--- src/rtl/ipi_seq_pkg.sv ---
`timescale 1ns/1ps
package ipi_seq_pkg;

    typedef enum logic [1:0] {
        BOOT_INIT = 2'b00,
        BOOT_WAIT = 2'b01,
        BOOT_RUN  = 2'b10
    } boot_e;

    localparam logic [2:0] DM_FIXED = 3'b000;
    localparam logic [2:0] DM_NMI   = 3'b100;
    localparam logic [2:0] DM_INIT  = 3'b101;
    localparam logic [2:0] DM_START = 3'b110;

    localparam logic [1:0] SH_DEST  = 2'b00;
    localparam logic [1:0] SH_SELF  = 2'b01;
    localparam logic [1:0] SH_ALL   = 2'b10;
    localparam logic [1:0] SH_OTHER = 2'b11;

    localparam int VEC_LSB   = 0;
    localparam int MODE_LSB  = 8;
    localparam int LEVEL_BIT = 14;
    localparam int SH_LSB    = 18;

endpackage

--- src/rtl/ipi_cmd_assembler.sv ---
`timescale 1ns/1ps
module ipi_cmd_assembler (
    input  logic        clk,
    input  logic        rst_n,
    input  logic        ext_mode,
    input  logic        hi_wr,
    input  logic [31:0] hi_data,
    input  logic        lo_wr,
    input  logic [31:0] lo_data,
    input  logic        cmd_wr,
    input  logic [63:0] cmd_data,
    output logic        issue,
    output logic [63:0] cmd
);
    logic [31:0] hi_d, hi_q;

    always_comb begin
        hi_d = hi_q;
        if (!ext_mode && hi_wr) hi_d = hi_data;
        issue = ext_mode ? cmd_wr : lo_wr;
        cmd   = ext_mode ? cmd_data : {hi_q, lo_data};
    end

    always_ff @(posedge clk) begin
        if (!rst_n) hi_q <= '0;
        else        hi_q <= hi_d;
    end

    AST_HI_HELD: assert property (@(posedge clk) disable iff (!rst_n)
        (ext_mode || !hi_wr) |=> $stable(hi_q));

endmodule

--- src/rtl/ipi_boot_tracker.sv ---
`timescale 1ns/1ps
module ipi_boot_tracker
    import ipi_seq_pkg::*;
#(
    parameter int N = 4
) (
    input  logic           clk,
    input  logic           rst_n,
    input  logic [N-1:0]   to_wait,
    input  logic [N-1:0]   to_run,
    output logic [2*N-1:0] state_flat,
    output logic [N-1:0]   running
);
    boot_e st_d [N];
    boot_e st_q [N];

    always_comb begin
        for (int i = 0; i < N; i++) begin
            st_d[i] = st_q[i];
            if (to_wait[i] && st_q[i] == BOOT_INIT) st_d[i] = BOOT_WAIT;
            if (to_run[i]  && st_q[i] == BOOT_WAIT) st_d[i] = BOOT_RUN;
        end
    end

    always_ff @(posedge clk) begin
        for (int i = 0; i < N; i++) begin
            if (!rst_n) st_q[i] <= (i == 0) ? BOOT_RUN : BOOT_INIT;
            else        st_q[i] <= st_d[i];
        end
    end

    for (genvar g = 0; g < N; g++) begin : g_core
        assign state_flat[2*g +: 2] = st_q[g];
        assign running[g]           = (st_q[g] == BOOT_RUN);

        AST_RUN_STICKS: assert property (@(posedge clk) disable iff (!rst_n)
            st_q[g] == BOOT_RUN |=> st_q[g] == BOOT_RUN);
        AST_WAIT_ONLY_FROM_INIT: assert property (@(posedge clk) disable iff (!rst_n)
            st_q[g] == BOOT_RUN |=> st_q[g] != BOOT_WAIT);
    end

endmodule

--- src/rtl/ipi_fanout.sv ---
`timescale 1ns/1ps
module ipi_fanout #(
    parameter int N = 4
) (
    input  logic         clk,
    input  logic         rst_n,
    input  logic         load,
    input  logic [N-1:0] load_mask,
    output logic [N-1:0] grant,
    output logic         busy
);
    logic [N-1:0] mask_d, mask_q;

    always_comb begin
        grant = mask_q & (~mask_q + 1'b1);
        busy  = |mask_q;
        if (load) mask_d = load_mask;
        else      mask_d = mask_q & ~grant;
    end

    always_ff @(posedge clk) begin
        if (!rst_n) mask_q <= '0;
        else        mask_q <= mask_d;
    end

    AST_GRANT_ONEHOT: assert property (@(posedge clk) disable iff (!rst_n)
        $onehot0(grant));
    AST_ONE_PER_CYCLE: assert property (@(posedge clk) disable iff (!rst_n)
        (busy && !load) |=> $countones(mask_q) == $countones($past(mask_q)) - 1);
    AST_NO_LOAD_WHILE_BUSY: assert property (@(posedge clk) disable iff (!rst_n)
        load |-> !busy);

endmodule

--- src/rtl/ipi_sequencer.sv ---
`timescale 1ns/1ps
module ipi_sequencer
    import ipi_seq_pkg::*;
#(
    parameter int N          = 4,
    parameter int VECW       = 8,
    parameter int PAGE_SHIFT = 12,
    localparam int IDW       = (N > 1) ? $clog2(N) : 1,
    localparam int ADDRW     = VECW + PAGE_SHIFT
) (
    input  logic             clk,
    input  logic             rst_n,
    input  logic             ext_mode,
    input  logic [IDW-1:0]   src_core,
    input  logic             hi_wr,
    input  logic [31:0]      hi_data,
    input  logic             lo_wr,
    input  logic [31:0]      lo_data,
    input  logic             cmd_wr,
    input  logic [63:0]      cmd_data,
    output logic [N-1:0]     fix_req,
    output logic [VECW-1:0]  fix_vec,
    output logic [N-1:0]     nmi_pulse,
    output logic             start_req,
    output logic [IDW-1:0]   start_core,
    output logic [ADDRW-1:0] start_addr,
    output logic             unhandled,
    output logic             busy,
    output logic [2*N-1:0]   core_state
);
    typedef struct packed {
        logic [VECW-1:0]  vec;
        logic             nmi;
        logic             start;
        logic [IDW-1:0]   core;
        logic [ADDRW-1:0] addr;
        logic             unh;
    } seq_t;

    seq_t s_d, s_q;

    logic        issue;
    logic [63:0] cmd;
    logic [N-1:0] running, grant, to_wait, to_run, sel, load_mask;
    logic        load;

    // decoded fields
    logic [VECW-1:0] vec;
    logic [2:0]      mode;
    logic            level, go, from_boot, dest_ok, dest_lt;
    logic [1:0]      sh;
    logic [31:0]     dest;
    logic [IDW-1:0]  dest_idx;
    logic [N-1:0]    dest_1h, self_1h;
    logic [1:0]      tgt_state;
    logic            unused_bits;

    ipi_cmd_assembler u_asm (
        .clk(clk), .rst_n(rst_n), .ext_mode(ext_mode),
        .hi_wr(hi_wr), .hi_data(hi_data), .lo_wr(lo_wr), .lo_data(lo_data),
        .cmd_wr(cmd_wr), .cmd_data(cmd_data), .issue(issue), .cmd(cmd)
    );

    ipi_boot_tracker #(.N(N)) u_boot (
        .clk(clk), .rst_n(rst_n), .to_wait(to_wait), .to_run(to_run),
        .state_flat(core_state), .running(running)
    );

    ipi_fanout #(.N(N)) u_fan (
        .clk(clk), .rst_n(rst_n), .load(load), .load_mask(load_mask),
        .grant(grant), .busy(busy)
    );

    assign unused_bits = ^{cmd[31:20], cmd[17:15], cmd[13:11]};

    always_comb begin
        vec      = cmd[VEC_LSB +: VECW];
        mode     = cmd[MODE_LSB +: 3];
        level    = cmd[LEVEL_BIT];
        sh       = cmd[SH_LSB +: 2];
        dest     = ext_mode ? cmd[63:32] : {24'b0, cmd[63:56]};
        dest_lt  = dest < 32'(N);
        dest_ok  = dest_lt && (dest != 32'd0);
        dest_idx = dest[IDW-1:0];
        dest_1h  = dest_lt ? (N'(1) << dest_idx) : '0;
        self_1h  = N'(1) << src_core;
        go       = issue && !busy;
        from_boot = (src_core == '0) && dest_ok;
        tgt_state = dest_lt ? core_state[2*int'(dest_idx) +: 2] : BOOT_INIT;

        case (sh)
            SH_DEST:  sel = dest_1h;
            SH_SELF:  sel = self_1h;
            SH_ALL:   sel = running;
            default:  sel = running & ~self_1h;
        endcase

        load      = go && (mode == DM_FIXED || mode == DM_NMI) && (sel != '0);
        load_mask = sel;
        to_wait   = (go && mode == DM_INIT && level && from_boot) ? dest_1h : '0;
        to_run    = (go && mode == DM_START && from_boot) ? dest_1h : '0;

        s_d       = s_q;
        s_d.start = go && mode == DM_START && from_boot && tgt_state == BOOT_WAIT;
        s_d.core  = dest_idx;
        s_d.addr  = ADDRW'(vec) << PAGE_SHIFT;
        if (!s_d.start) begin
            s_d.core = s_q.core;
            s_d.addr = s_q.addr;
        end
        s_d.unh = go && (
                  !(mode == DM_FIXED || mode == DM_NMI || mode == DM_INIT || mode == DM_START)
                  || (((mode == DM_INIT && level) || mode == DM_START) && !from_boot));
        if (load) begin
            s_d.vec = vec;
            s_d.nmi = (mode == DM_NMI);
        end
    end

    always_ff @(posedge clk) begin
        if (!rst_n) s_q <= '0;
        else        s_q <= s_d;
    end

    assign fix_req    = s_q.nmi ? '0 : grant;
    assign nmi_pulse  = s_q.nmi ? grant : '0;
    assign fix_vec    = s_q.vec;
    assign start_req  = s_q.start;
    assign start_core = s_q.core;
    assign start_addr = s_q.addr;
    assign unhandled  = s_q.unh;

    AST_CORE0_RUNS: assert property (@(posedge clk) disable iff (!rst_n)
        core_state[1:0] == BOOT_RUN);
    AST_START_LEAVES_RUNNING: assert property (@(posedge clk) disable iff (!rst_n)
        start_req |-> core_state[2*int'(start_core) +: 2] == BOOT_RUN);
    AST_START_NOT_CORE0: assert property (@(posedge clk) disable iff (!rst_n)
        start_req |-> start_core != '0);
    AST_UNH_EXCLUSIVE: assert property (@(posedge clk) disable iff (!rst_n)
        unhandled |-> !start_req && !busy);
    AST_ONE_KIND: assert property (@(posedge clk) disable iff (!rst_n)
        !(fix_req != '0 && nmi_pulse != '0));

endmodule

--- config.mk ---
export PLATFORM = sky130hd
export DESIGN_NAME = ipi_sequencer
export DESIGN_NICKNAME = d
export VERILOG_FILES = /design/src/rtl/ipi_seq_pkg.sv /design/src/rtl/ipi_cmd_assembler.sv /design/src/rtl/ipi_boot_tracker.sv /design/src/rtl/ipi_fanout.sv /design/src/rtl/ipi_sequencer.sv
export SDC_FILE = /design/constraint.sdc
export NUM_CORES = 1
export LEC_CHECK = 0
export BUFFER_PORTS_ARGS = -buffer_cell sky130_fd_sc_hd__buf_2
export CORE_AREA = 4 4 84 86
export DETAILED_ROUTE_END_ITERATION = 7
export DIE_AREA = 0 0 88 90
export PLACE_DENSITY = 0.78
export RECOVER_POWER = 50
export SETUP_SLACK_MARGIN = 0.02
export SYNTH_ARGS = -nofsm -noshare
export SYNTH_HDL_FRONTEND = slang
export SYNTH_SLANG_ARGS = --single-unit
--- constraint.sdc ---
create_clock -name clk -period 2.35 [get_ports clk]
set_input_delay 0.1175 -clock clk [delete_from_list [all_inputs] [get_ports clk]]
set_output_delay 0.1175 -clock clk [all_outputs]
set_load 0.03 [all_outputs]
# [Word-level counts from Yosys, hierarchy flattened]
# Memory sizes are Yosys's and may differ from the RTL's.
# Index checks and enable logic that the tools add are counted.
[totals] romBits=0 ff_bits=57 memories=1 ramBits=8 in_bits=136 output_inout_bits=49 latchBits=0 word_cells=105
[mem_list] memory="u_boot.st_q" depth=4 width=2 rd=4 rd_ports_with_merged_regs=0 wr=4 line_no="ipi_boot_tracker.sv:15" rtl="boot_e st_q [N];"
[classes] n_lt_le_gt_ge=1 addsub=1 mul=0 bitwise_logic=10 div_mod_pow=0 eq_ne=14 muxes=25 reduce_logical=42 shifts=3
[op_table] op="two-way mux 64 bit" count=1
[op_table] op="less-than comparator 32 x 3 -> 1 bit, second input constant" count=1
[op_table] op="two-way mux 32 bit" count=1
[op_table] op="nonzero test 32 bit" count=1
[op_table] op="two-way mux 2 bit" count=13
[op_table] op="two-way mux 4 bit" count=6
[op_table] op="logical AND 1 bit" count=23
[op_table] op="AND 4 bit" count=3
[op_table] op="equality test 2 x 1 -> 1 bit, second input constant" count=6
[op_table] op="zero test 2 bit" count=6
[op_table] op="inverter 4 bit" count=3
[op_table] op="case mux 4 bit (3 select lines)" count=1
[op_table] op="equality test 2 bit, second input constant" count=5
[op_table] op="equality test 3 bit, second input constant" count=3
[op_table] op="indexed part select 8 x 4 -> 2 bit" count=1
[op_table] op="<< shifter 1 x 2 -> 4 bit, first input constant" count=2
[op_table] op="logical OR 1 bit" count=5
[op_table] op="adder 4 x 1 -> 4 bit, second input constant" count=1
[op_table] op="zero test 1 bit" count=4
[op_table] op="bitwise OR 1 bit" count=4
[op_table] op="nonzero test 4 bit" count=1
[op_table] op="OR reduction 4 bit" count=1
[op_table] op="zero test 3 bit" count=1
[op_table] op="two-way mux 1 bit" count=3

# [Logic depth before layout (Yosys ltp)]
[depth] word_depth=11 depth_mapped=8

# [By module]
# From an unflattened synthesis, not the netlist that was laid out.
[hier_totals] hier_cells=481 hier_area_um2=4549.4
[by_module_without_submodules] module="ipi_cmd_assembler" instances=1 area_each_um2=2273.4 cells_each=212
[by_module_without_submodules] module="ipi_sequencer" instances=1 area_each_um2=1735.4 cells_each=210
[by_module_without_submodules] module="ipi_boot_tracker" instances=1 area_each_um2=351.6 cells_each=37
[by_module_without_submodules] module="ipi_fanout" instances=1 area_each_um2=188.9 cells_each=22

# [Least setup slack after synthesis]
# OpenSTA, ideal clock, no wires.
[synth_timing] path_kind="flip-flop to flip-flop" startpoint="reg u_fan.mask_q[0]" endpoint="mem u_boot.st_q[1][2] (netlist name)" t_required_ns=2.234 stages_incl_launch_ff=8 arrival_time_ns=1.787 path_slack_ns=0.447 path_buffers=1 setup_time_ns=0.116 cell_sequence="dfxtp_1 buf_2 nor4_2 and2b_1 nand2_2 nor4_4 a211oi_1 a41o_1"
[synth_lines] item="from (decl)" line_no="ipi_fanout.sv:12" rtl="logic [N-1:0] mask_d, mask_q;"
[synth_lines] item="from (signal assigned)" line_no="ipi_fanout.sv:23" rtl="else mask_q <= mask_d;"
[synth_lines] item="to (decl)" line_no="ipi_boot_tracker.sv:15"

# [Worst setup path after layout]
[layout_timing] startpoint="reg u_fan.mask_q[0]" endpoint="reg s_q, in the netlist start_core[0]"
[layout_between] elab_chain_cells=6
[layout_rtl] item="OR reduction 4 bit" line_no="ipi_fanout.sv:16" rtl="busy = |mask_q;"
[layout_rtl] item="zero test 1 bit" line_no="ipi_sequencer.sv:87" rtl="go = issue && !busy;"
[layout_rtl] item="logical AND 1 bit" line_no="ipi_sequencer.sv:87"
[layout_rtl] item="logical AND 1 bit (3 in a row)" line_no="ipi_sequencer.sv:104" rtl="s_d.start = go && mode == DM_START && from_boot && tgt_state == BOOT_WAIT;"
[layout_rtl] item="to (signal assigned)" line_no="ipi_sequencer.sv:121" rtl="if (!rst_n) s_q <= '0;"
[layout_rtl] item="to (signal assigned)" line_no="ipi_sequencer.sv:122" rtl="else s_q <= s_d;"
[layout_rtl] item="to (decl)" line_no="ipi_sequencer.sv:40" rtl="seq_t s_d, s_q;"
# No other way between the ends.
# A chain may end at the register's enable or synchronous reset.

==> qor.yml <==
status:
  status: "finished clean"
cells_and_area:
  area.sequential_um2: 821
  syn_to_final_growth_pct: 20.3
  multi_input_area_um2: 1310
  diodes: 0
  final_core_util: 0.467
  stdcell_area_um2: 2930
  nNetsFinal: 525
  fillCellCount: 629
  drive_gt1_frac: 0.291
die:
  pin_count: 185
  initial_core_util: 0.388
  die_h_um: 90
  num_rows: 29
  die_w_um: 88
  core_area_um2: 6280
  die_area_um2: 7920
sta:
  slew-limit-headroom: 0.611
  tightest_slew_ns: 0.577
  period_minus_slack_ns: 2.15
  setup_viol: 0
  hold_viol: 0
  worst_hold_slack_ns: 0.0594
  slew_violations: 0
  grt_setup_unrepaired: "false"
  period_share: 0.917
  fmax_mhz: 464
  worst_clock_skew_ns: 0.00430
  setup_tns_ns: 0
clock_network:
  cts_inserted_buffers: 5
  clk_pin_slew_ns: 0.07
  cts_hold_buf: 0
  clock-sinks: 41
  clockRootBuffer: "clkbuf_8"
  cts_tree: "yes"
  cts_setup_buffers: 0
  htree_levels: 2
  clk_latency_ns: 0.29
  clock_path_buffers: 2
  cts_resized: 0
synthesis:
  yosys.area.top_type: "dfxtp_1"
  synthArstFlopShare: 0
  yosys_register_bits: 41
  synthTopCellsByCount: "nand2_1, dfxtp_1, buf_4"
  avgSynthCellArea_um2: 8.17
  yosys_warnings: 0
  syn_area_um2: 2430
  synth_edf_count: 0
  synth_top_area_share: 0.337
  yosys-top-cells-area: "dfxtp_1, mux2i_1, buf_4"
  ys_seq_area_frac: 0.337
  synth_ff_type: "dfxtp_1"
  yosysMostFrequentCell: "nand2_1"
  synth.distinct_cells: 42
  syn_inst: 298
worst_setup_path:
  startpoint_type: "flop"
  crit_type: "reg2reg"
  required_ns: 2.52
  critPathArrivalTime_ns: 2.33
  worstSetupEndpointType: "flop"
  cp_max_fo: 10
drt:
  vias_per_cell: 5.02
  wl_mm: 6.51
  ant_nets: 0
  drtIter0Drc: 97
  post_drt_wl_per_cell_um: 14.0
  firstDrtPassIters: 4
  drc_errors: 0
  num_vias: 2336
placed_design:
  io_buffer_count: 112
  gp_congestion: 0.855
  dpl_cell_area_um2: 2890
  dp_hpwl_mm: 5.19
global_route:
  overflow: 0
  groute.usage.overall: 0.163
  first_global_vias: 2326
  antenna_found_initial: 0
  grt_max_degree: 35
  grt_pass1_wl_mm: 10.4
pwr:
  leakagePower_nw: 1.33
  powerDensity_nw_per_um2: 483
  ir_worst_vdd_mv: 0.188
job:
  cap_violations: 0
worst_hold_path:
  hold_path.class: "in2reg"
## flip-flops by register name, summed over array words and instances, names as in the netlist
register	cells
fix_vec	8
start_addr	8
u_asm.hi_q	8
u_boot.st_q	8
u_fan.mask_q	4
start_core	2
s_q	1
start_req	1
unhandled	1
## worst max-delay path: stages, from the launching register on
cell	delay, ns
dfxtp_1	0.40
nor4_2	0.36
and2b_1	0.25
nand2_2	0.10
or4_1	0.52
o21ai_0	0.31
nor2_1	0.09
## metal layers
layer  track usage  wire length (um)  up-vias
met3        0.0384               510       14
met4        0.0499               112        0
met5             0                 0        -
met1         0.198              2710     1054
li1              -                 -     1180
met2         0.278              3170       88
## cell usage in the layout, fill, tap and decap left out, types with 2 or more instances in the layout
master     n
a21oi_1   16
a31oi_1    8
and2_1     2
and3_1     3
buf_2     82
buf_4      5
clkbuf_1  30
clkbuf_8   5
conb_1    12
dfxtp_1   41
inv_1     12
mux2_2    12
mux2i_1   26
nand2_1   50
nand2b_1   2
nand3_1   11
nand4_1    3
nor2_1    13
nor2b_1    5
nor3_1     8
nor3b_1    3
nor4_1     7
o21ai_0   10
or4_1      2
## final cells by class
type / count / share of cell area
well taps: 77 / 0.0329
clock inverters: 1 / 0.00171
repair buffers: 118 / 0.198
inverters: 12 / 0.0154
clock buffers: 5 / 0.0235
multi-input cells: 211 / 0.448
flip-flops and latches: 41 / 0.280
## metrics by stage
stage	setup WS [ns]	instances	total power, mW
after global routing	0.0906	465	1.49
after global placement	0.245	459	1.00
after detailed placement	0.214	459	1.01
after floorplan	0.447	309	0.926
after CTS	0.192	465	1.43
final	0.196	465	1.42
## where the power goes
part | leakage [nW] | switching [mW] | internal, mW
Clock | 0.0399 | 0.228 | 0.195
Sequential | 0.332 | 0.00930 | 0.709
Combinational | 0.959 | 0.163 | 0.112
## path summary, 6_finish.rpt
kind               endpoint  cells past startpoint  slack (ns)             from
max           start_core[0]                      6        0.20  u_fan.mask_q[0]
min          u_asm.hi_q[31]                      3        0.06      hi_data[31]
max reg2reg   start_core[0]                      6        0.20  u_fan.mask_q[0]
min reg2reg  u_asm.hi_q[30]                      2        0.46   u_asm.hi_q[30]
## logic make-up (layout without fill, tap and decap cells)
family	after synthesis	in the layout	share of synthesized area
and+or+nand+nor	117	117	0.246
buffers and inverters	57	136	0.140
AOI/OAI and AO/OA	44	44	0.113
DFF	41	41	0.337
muxes	38	38	0.162
other	1	12	0.00154
Note: power is estimated with default switching activity, not from simulation.
